--- src/rtl/irq_regpair_pkg.sv ---
package irq_regpair_pkg;

   localparam int unsigned IRQ_DATA_W   = 8;
   localparam int unsigned IRQ_NUM_SRC  = 5;
   localparam int unsigned IRQ_ADDR_W   = 5;
   localparam int unsigned IRQ_STAT_OFS = 'hc;
   localparam int unsigned IRQ_EN_OFS   = 'hd;

   typedef enum logic [1:0] {
      RSEL_NONE = 2'd0,
      RSEL_STAT = 2'd1,
      RSEL_EN   = 2'd2
   } rsel_e;

endpackage

--- src/rtl/irq_addr_decode.sv ---
module irq_addr_decode
   import irq_regpair_pkg::*;
#(
   parameter int unsigned ADDR_W   = IRQ_ADDR_W,
   parameter int unsigned STAT_OFS = IRQ_STAT_OFS,
   parameter int unsigned EN_OFS   = IRQ_EN_OFS
) (
   input  logic [ADDR_W-1:0] addr,
   output rsel_e             sel
);

   localparam logic [ADDR_W-1:0] STAT_A = ADDR_W'(STAT_OFS);
   localparam logic [ADDR_W-1:0] EN_A   = ADDR_W'(EN_OFS);

   if (STAT_OFS == EN_OFS) begin : g_bad_ofs
      $error("irq_addr_decode: status and enable offsets collide");
   end
   if (STAT_OFS >= (1 << ADDR_W) || EN_OFS >= (1 << ADDR_W)) begin : g_bad_range
      $error("irq_addr_decode: offset does not fit ADDR_W");
   end

   always_comb begin
      if (addr == STAT_A)    sel = RSEL_STAT;
      else if (addr == EN_A) sel = RSEL_EN;
      else                   sel = RSEL_NONE;
   end

endmodule

--- src/rtl/irq_sticky_bit.sv ---
module irq_sticky_bit (
   input  logic clk,
   input  logic rst_n,
   input  logic evt,
   input  logic clr,
   output logic q
);

   always_ff @(posedge clk) begin
      if (!rst_n) q <= 1'b0;
      else        q <= evt | (q & ~clr);
   end

   // an event beats a simultaneous clear
   a_r7_event_wins : assert property (@(posedge clk) disable iff (!rst_n)
      evt |=> q);
   // a clear without an event empties the bit
   a_r5_clear_drops : assert property (@(posedge clk) disable iff (!rst_n)
      (clr && !evt) |=> !q);
   // a set bit holds until it is cleared
   a_r8_sticky : assert property (@(posedge clk) disable iff (!rst_n)
      (q && !clr) |=> q);

endmodule

--- src/rtl/irq_enable_bank.sv ---
module irq_enable_bank #(
   parameter int unsigned NUM_SRC = 5
) (
   input  logic               clk,
   input  logic               rst_n,
   input  logic               load,
   input  logic [NUM_SRC-1:0] din,
   output logic [NUM_SRC-1:0] en
);

   if (NUM_SRC == 0) begin : g_bad_n
      $error("irq_enable_bank: NUM_SRC must be nonzero");
   end

   always_ff @(posedge clk) begin
      if (!rst_n)    en <= '0;
      else if (load) en <= din;
   end

   // a load takes the written value
   a_r6_enable_load : assert property (@(posedge clk) disable iff (!rst_n)
      load |=> (en == $past(din)));
   // without a load the bank holds
   a_r10_enable_hold : assert property (@(posedge clk) disable iff (!rst_n)
      !load |=> $stable(en));

endmodule

--- src/rtl/irq_read_mux.sv ---
module irq_read_mux
   import irq_regpair_pkg::*;
#(
   parameter int unsigned DATA_W    = 8,
   parameter int unsigned NUM_SRC   = 5,
   parameter bit          FILL_ONES = 1'b1
) (
   input  rsel_e              sel,
   input  logic [NUM_SRC-1:0] stat,
   input  logic [NUM_SRC-1:0] en,
   output logic [DATA_W-1:0]  rdata
);

   localparam int unsigned LSB_W = DATA_W - NUM_SRC;

   logic [LSB_W-1:0] fill;

   if (LSB_W == 0 || NUM_SRC >= DATA_W) begin : g_bad_w
      $error("irq_read_mux: need at least one tied-off low bit");
   end

   if (FILL_ONES) begin : g_fill_one
      assign fill = '1;
   end else begin : g_fill_zero
      assign fill = '0;
   end

   always_comb begin
      unique case (sel)
         RSEL_STAT: rdata = {stat, fill};
         RSEL_EN:   rdata = {en, fill};
         default:   rdata = '0;
      endcase
   end

endmodule

--- src/rtl/irq_regpair.sv ---
module irq_regpair
   import irq_regpair_pkg::*;
#(
   parameter int unsigned DATA_W   = IRQ_DATA_W,
   parameter int unsigned NUM_SRC  = IRQ_NUM_SRC,
   parameter int unsigned ADDR_W   = IRQ_ADDR_W,
   parameter int unsigned STAT_OFS = IRQ_STAT_OFS,
   parameter int unsigned EN_OFS   = IRQ_EN_OFS
) (
   input  logic               clk,
   input  logic               rst_n,
   input  logic [ADDR_W-1:0]  reg_addr,
   input  logic               reg_wr,
   input  logic [DATA_W-1:0]  reg_wdata,
   output logic [DATA_W-1:0]  reg_rdata,
   input  logic [NUM_SRC-1:0] evt_pulse,
   output logic               irq_out
);

   localparam int unsigned LSB = DATA_W - NUM_SRC;

   if (NUM_SRC >= DATA_W) begin : g_bad_fit
      $error("irq_regpair: sources must leave tied-off low bits");
   end

   rsel_e              sel;
   logic [NUM_SRC-1:0] clr_vec;
   logic [NUM_SRC-1:0] stat_vec;
   logic [NUM_SRC-1:0] en_vec;
   logic               wr_stat;
   logic               wr_en;

   irq_addr_decode #(
      .ADDR_W   (ADDR_W),
      .STAT_OFS (STAT_OFS),
      .EN_OFS   (EN_OFS)
   ) u_dec (
      .addr (reg_addr),
      .sel  (sel)
   );

   assign wr_stat = reg_wr && (sel == RSEL_STAT);
   assign wr_en   = reg_wr && (sel == RSEL_EN);
   assign clr_vec = wr_stat ? reg_wdata[DATA_W-1:LSB] : '0;

   for (genvar i = 0; i < NUM_SRC; i++) begin : g_src
      irq_sticky_bit u_bit (
         .clk   (clk),
         .rst_n (rst_n),
         .evt   (evt_pulse[i]),
         .clr   (clr_vec[i]),
         .q     (stat_vec[i])
      );
   end

   irq_enable_bank #(
      .NUM_SRC (NUM_SRC)
   ) u_en (
      .clk   (clk),
      .rst_n (rst_n),
      .load  (wr_en),
      .din   (reg_wdata[DATA_W-1:LSB]),
      .en    (en_vec)
   );

   irq_read_mux #(
      .DATA_W    (DATA_W),
      .NUM_SRC   (NUM_SRC),
      .FILL_ONES (1'b1)
   ) u_rd (
      .sel   (sel),
      .stat  (stat_vec),
      .en    (en_vec),
      .rdata (reg_rdata)
   );

   assign irq_out = |(stat_vec & en_vec);

   // every sampled event shows up in status next cycle
   a_r3_event_lands : assert property (@(posedge clk) disable iff (!rst_n)
      (evt_pulse != '0) |=> ((stat_vec & $past(evt_pulse)) == $past(evt_pulse)));
   // tied-off bits read as ones at both offsets
   a_r4_low_ones : assert property (@(posedge clk) disable iff (!rst_n)
      (sel != RSEL_NONE) |-> (reg_rdata[LSB-1:0] == '1));
   // low write bits leave the enable bank alone beyond the upper field
   a_r4_low_write_ignored : assert property (@(posedge clk) disable iff (!rst_n)
      (wr_en && reg_wdata[LSB-1:0] != '0) |=> (en_vec == $past(reg_wdata[DATA_W-1:LSB])));
   // foreign offsets read zero
   a_r2_foreign_zero : assert property (@(posedge clk) disable iff (!rst_n)
      (sel == RSEL_NONE) |-> (reg_rdata == '0));
   // the request needs an enabled pending source
   a_r9_irq_needs_source : assert property (@(posedge clk) disable iff (!rst_n)
      irq_out |-> (stat_vec != '0 && en_vec != '0));
   // foreign writes keep status from being cleared
   a_r10_foreign_no_clear : assert property (@(posedge clk) disable iff (!rst_n)
      (reg_wr && sel == RSEL_NONE) |=> ((stat_vec & $past(stat_vec)) == $past(stat_vec)));

endmodule

--- config.mk ---
export PLATFORM = sky130hd
export DESIGN_NAME = irq_regpair
export DESIGN_NICKNAME = d
export VERILOG_FILES = /design/src/rtl/irq_regpair_pkg.sv /design/src/rtl/irq_addr_decode.sv /design/src/rtl/irq_sticky_bit.sv /design/src/rtl/irq_enable_bank.sv /design/src/rtl/irq_read_mux.sv /design/src/rtl/irq_regpair.sv
export SDC_FILE = /design/constraint.sdc
export NUM_CORES = 1
export LEC_CHECK = 0
export BUFFER_PORTS_ARGS = -buffer_cell sky130_fd_sc_hd__buf_2
export CAP_MARGIN = 40
export CORE_MARGIN = 2
export CORE_UTILIZATION = 38
export DETAILED_ROUTE_END_ITERATION = 12
export PLACE_DENSITY = 0.7
export SLEW_MARGIN = 20
export SYNTH_ARGS = -nofsm -noshare
export SYNTH_HDL_FRONTEND = slang
export SYNTH_SLANG_ARGS = --single-unit
--- constraint.sdc ---
create_clock -name clk -period 1 [get_ports clk]
set_input_delay 0.2 -clock clk [delete_from_list [all_inputs] [get_ports clk]]
set_output_delay 0.2 -clock clk [all_outputs]
set_load 0.01 [all_outputs]
==> summary.md <==
| Metric | Value |
|---|---|
| Routed Antenna Nets | `0` |
| Most frequent cells after synthesis | `sky130_fd_sc_hd__nand2_1 (11), sky130_fd_sc_hd__dfxtp_1 (10), sky130_fd_sc_hd__mux2i_1 (10)` |
| Max-slew violation count | `0` |
| Total of fill cells in the finished design | `approximately 120` |
| Part of the power in the clock network | `0.391` |
| RD Place Congestion | `0.745` |
| Average wire per standard cell | `between 10 and 15 um` |
| Number of nets produced by synthesis | `85` |
| Failing checks | `negative setup slack` |
| Avg Cell Area, Syn | `between 8 and 9 sq um` |
| Diode insertion count for antenna repair | `0` |
| Pwr/cell area | `1080 mW/mm^2` |
| Worst setup margin | `-0.360 ns` |
| Combinational group share of total power | `0.159` |
| Total Die Area | `0.00182 sq mm` |
| Overall track demand over capacity in global routing | `0.163` |
| Total via count in the routed design | `572` |
| DPL Wire Length | `1030 um` |
| Remaining Overflow, GRT | `0` |
| Worst-case register-to-register setup slack | `0.10 ns` |
| CTS HTree Levels | `1` |
| Final setup vio count | `11` |
| Endpoint kind of the worst setup timing path | `output port` |
| Chip Height | `42.7 um` |
| Switching power share of the total | `0.252` |
| Net Sw Power | `0.241 mW` |
| Layout Skew | `0 ns` |
| Most numerous cell in the Yosys netlist | `sky130_fd_sc_hd__nand2_1` |
| Crit path from | `u_en.en[4]$_SDFFE_PN0P_` |
| Capture point of the critical path | `irq_out` |
| Largest net degree at the start of global routing | `16` |
| Highest Clock Rate | `around 740 MHz` |
| RSZ-0062 raised after global routing | `true` |
| Reported max-cap violation count | `0` |
| Avg Vias per Cell | `4.97` |
| Placement Rows | `13` |
| Proportion of power drawn by flip-flops and latches | `0.450` |
| Synth cell types | `18` |
| Cell type with the largest total area after synthesis | `sky130_fd_sc_hd__dfxtp_1` |
| Period utilization | `1.36` |
| DRC marker count from the first detailed-route iteration | `13` |
| Ranking of synthesized cells by area | `sky130_fd_sc_hd__dfxtp_1 (35%), sky130_fd_sc_hd__mux2i_1 (18%), sky130_fd_sc_hd__nand2_1 (7.3%)` |
| Cells after synthesis | `64` |
| Post-synthesis sequential element count | `10` |
| Number of synthesized flops with an enable pin | `0` |
| Sequential cell area fraction in the yosys report | `0.352` |
| Proportion of register bits with asynchronous set or reset after synthesis | `0` |
| Number of sinks driven by the clock tree | `10` |
| Library cell used as clock root buffer | `sky130_fd_sc_hd__clkbuf_4` |
| Depth of the worst register-to-register path | `5` |
| Reg2reg end | `u_en.en[3]$_SDFFE_PN0P_` |
| Initial cell density of the core | `0.422` |
| Startpoint of the worst-slack reg-to-reg timing path | `u_en.en[3]$_SDFFE_PN0P_` |
| Clock insertion delay at the later pin of the skew report | `0.27 ns` |
| Std-Cell Core Area | `0.00135 sq mm` |
| Layout Cells excl Fill | `115` |
| Design internal power | `0.717 mW` |
| Clk pin slew, worst setup/hold paths | `about 0.080 ns` |
| Final routed wirelength across all metal layers | `1470 um` |
| Overall Power | `0.958 mW` |
| Final period demand of the worst path | `1.36 ns` |
| Data required, critical path | `0.80 ns` |
| Worst slack at placement | `-0.290 ns` |
| Fin nets | `122` |
| Status | `finished, violations left` |
| Data arrival at the endpoint of the critical path | `1.16 ns` |
| IO Pins | `30` |
| Area of the multi-input gates | `334 sq um` |
| Top-area cell type share of the netlist area | `0.352` |
| Relative slew margins | `0.803` |
| Horiz. Die Dim | `about 43 um` |
| Highest net fanout along the worst path | `2` |
| Clock tree from TritonCTS | `built` |
| Cell total after placement | `108` |
| Leakage dissipation | `0.441 nW` |
| Global-route wire length before repair | `2250 um` |
| Transition time at the pin with the least slew margin | `0.295 ns` |
| Antenna violations before repair | `0` |
| Element type at the critical path start | `register` |
| Area taken by flip-flops and latches | `around 210 sq um` |
| Post-Route Hold Slack | `0.109 ns` |
| VDD IR-drop max | `between 0.9 and 1 mV` |
| DRT Pass-1 Iters | `4` |
| # DRC | `0` |
| Share of layout cells above drive strength 1 | `0.590` |
| Port Buffer Count | `26` |
| Clk buf depth | `2` |
| Dominant synthesized flop cell | `sky130_fd_sc_hd__dfxtp_1` |
| Synth warnings | `0` |
| Count of final hold-check violations | `0` |
| Critical Setup Path Class | `register to output port` |
| Cell area after synthesis | `569 sq um` |
| Number of global-route vias before repair | `531` |
| Worst hold-check path type | `input port to register` |
| Inserted Clock Buffers | `3` |
| Synthesis-to-layout area growth | `55.4%` |
layer usage:
layer / share of wire / vias up / GRT usage
met2: 0.47 / 21 / 0.270
li1: - / 292 / -
met5: 0 / - / 0
met4: 0 / 0 / 0.0563
met1: 0.47 / 259 / 0.211
met3: 0.054 / 0 / 0.0255
layout make-up:
cell class	instances	area share
clock buffers	4	0.0410
inverters	6	0.0283
multi-input cells	43	0.378
flip-flops and latches	10	0.238
well taps	15	0.0212
repair buffers	37	0.294
placed cells by master, fill, tap and decap left out:
| master | n |
|---|---|
| sky130_fd_sc_hd__buf_6 | 10 |
| sky130_fd_sc_hd__mux2i_4 | 1 |
| sky130_fd_sc_hd__nor2_2 | 3 |
| sky130_fd_sc_hd__nand2_1 | 11 |
| sky130_fd_sc_hd__dfxtp_2 | 8 |
| sky130_fd_sc_hd__nor2_1 | 2 |
| sky130_fd_sc_hd__nand2_4 | 1 |
| sky130_fd_sc_hd__clkbuf_8 | 1 |
| sky130_fd_sc_hd__nor3_4 | 1 |
| sky130_fd_sc_hd__or2_4 | 1 |
| sky130_fd_sc_hd__inv_1 | 5 |
| sky130_fd_sc_hd__a31oi_1 | 5 |
| sky130_fd_sc_hd__mux2i_1 | 9 |
| sky130_fd_sc_hd__nor4b_4 | 1 |
| sky130_fd_sc_hd__buf_2 | 22 |
| sky130_fd_sc_hd__o21ai_0 | 5 |
| sky130_fd_sc_hd__clkbuf_4 | 3 |
| sky130_fd_sc_hd__inv_4 | 1 |
| sky130_fd_sc_hd__nand3b_4 | 1 |
| sky130_fd_sc_hd__a22oi_1 | 1 |
| sky130_fd_sc_hd__dfxtp_1 | 2 |
| sky130_fd_sc_hd__a222oi_1 | 1 |
| sky130_fd_sc_hd__buf_4 | 5 |
cells by family after synthesis:
| logic type | after synthesis | share of synthesized area |
|---|---|---|
| flops | 10 | 0.352 |
| compound gates | 12 | 0.130 |
| buf+inv | 11 | 0.101 |
| simple gates | 21 | 0.242 |
| mux | 10 | 0.176 |
worst max-delay path, stage by stage, from the launching register on:
cell and delay (ns):
sky130_fd_sc_hd__dfxtp_2 0.32, sky130_fd_sc_hd__a222oi_1 0.33, sky130_fd_sc_hd__nand2_1 0.09, sky130_fd_sc_hd__buf_2 0.15
state kept, by name, indices dropped and copies added (netlist names):
| name | cells |
|---|---|
| g_src.u_bit.q | 5 |
| u_en.en | 5 |
power by group through the flow:
| stage | Combinational (mW) | Sequential (mW) | Clock, mW |
|---|---|---|---|
| detailed placement | 0.134 | 0.435 | 0 |
| floorplan | 0.0722 | 0.431 | 0 |
| global placement | 0.129 | 0.435 | 0 |
| CTS | 0.147 | 0.428 | 0.371 |
| global route | 0.165 | 0.433 | 0.394 |
| finish | 0.152 | 0.431 | 0.375 |
what timing repair did:
item                                    in CTS  in global routing
gates resized for setup                     15                 10
buffers inserted                             2                  2
hold buffers                                 0                  0
endpoints found under the setup margin       9                 18
pin swaps                                    6                  4
per-stage QoR:
stage	setup TNS [ns]	instance area, sq um	utilization
after floorplan	-0.752	571	-
after global placement	-3.13	756	0.560
after detailed placement	-3.39	756	0.560
after CTS	-1.63	857	0.635
after global routing	-2.20	885	0.655
final	-1.64	885	0.655
how the worst min path moves through the flow:
stage	endpoint	depth (start not counted)	start	slack (ns)
4_1_cts	g_src[4].u_bit.q$_SDFF_PN0_	2	reg_wdata[7]	0.12
2_1_floorplan	g_src[0].u_bit.q$_SDFF_PN0_	1	reg_wdata[3]	0.30
5_1_grt	g_src[4].u_bit.q$_SDFF_PN0_	2	reg_wdata[7]	0.11
6_report	g_src[4].u_bit.q$_SDFF_PN0_	2	reg_wdata[7]	0.11
3_5_place_dp	g_src[2].u_bit.q$_SDFF_PN0_	2	reg_wdata[5]	0.40
3_3_place_gp	g_src[4].u_bit.q$_SDFF_PN0_	2	reg_wdata[7]	0.40
Power figures use the tool's default switching activity.
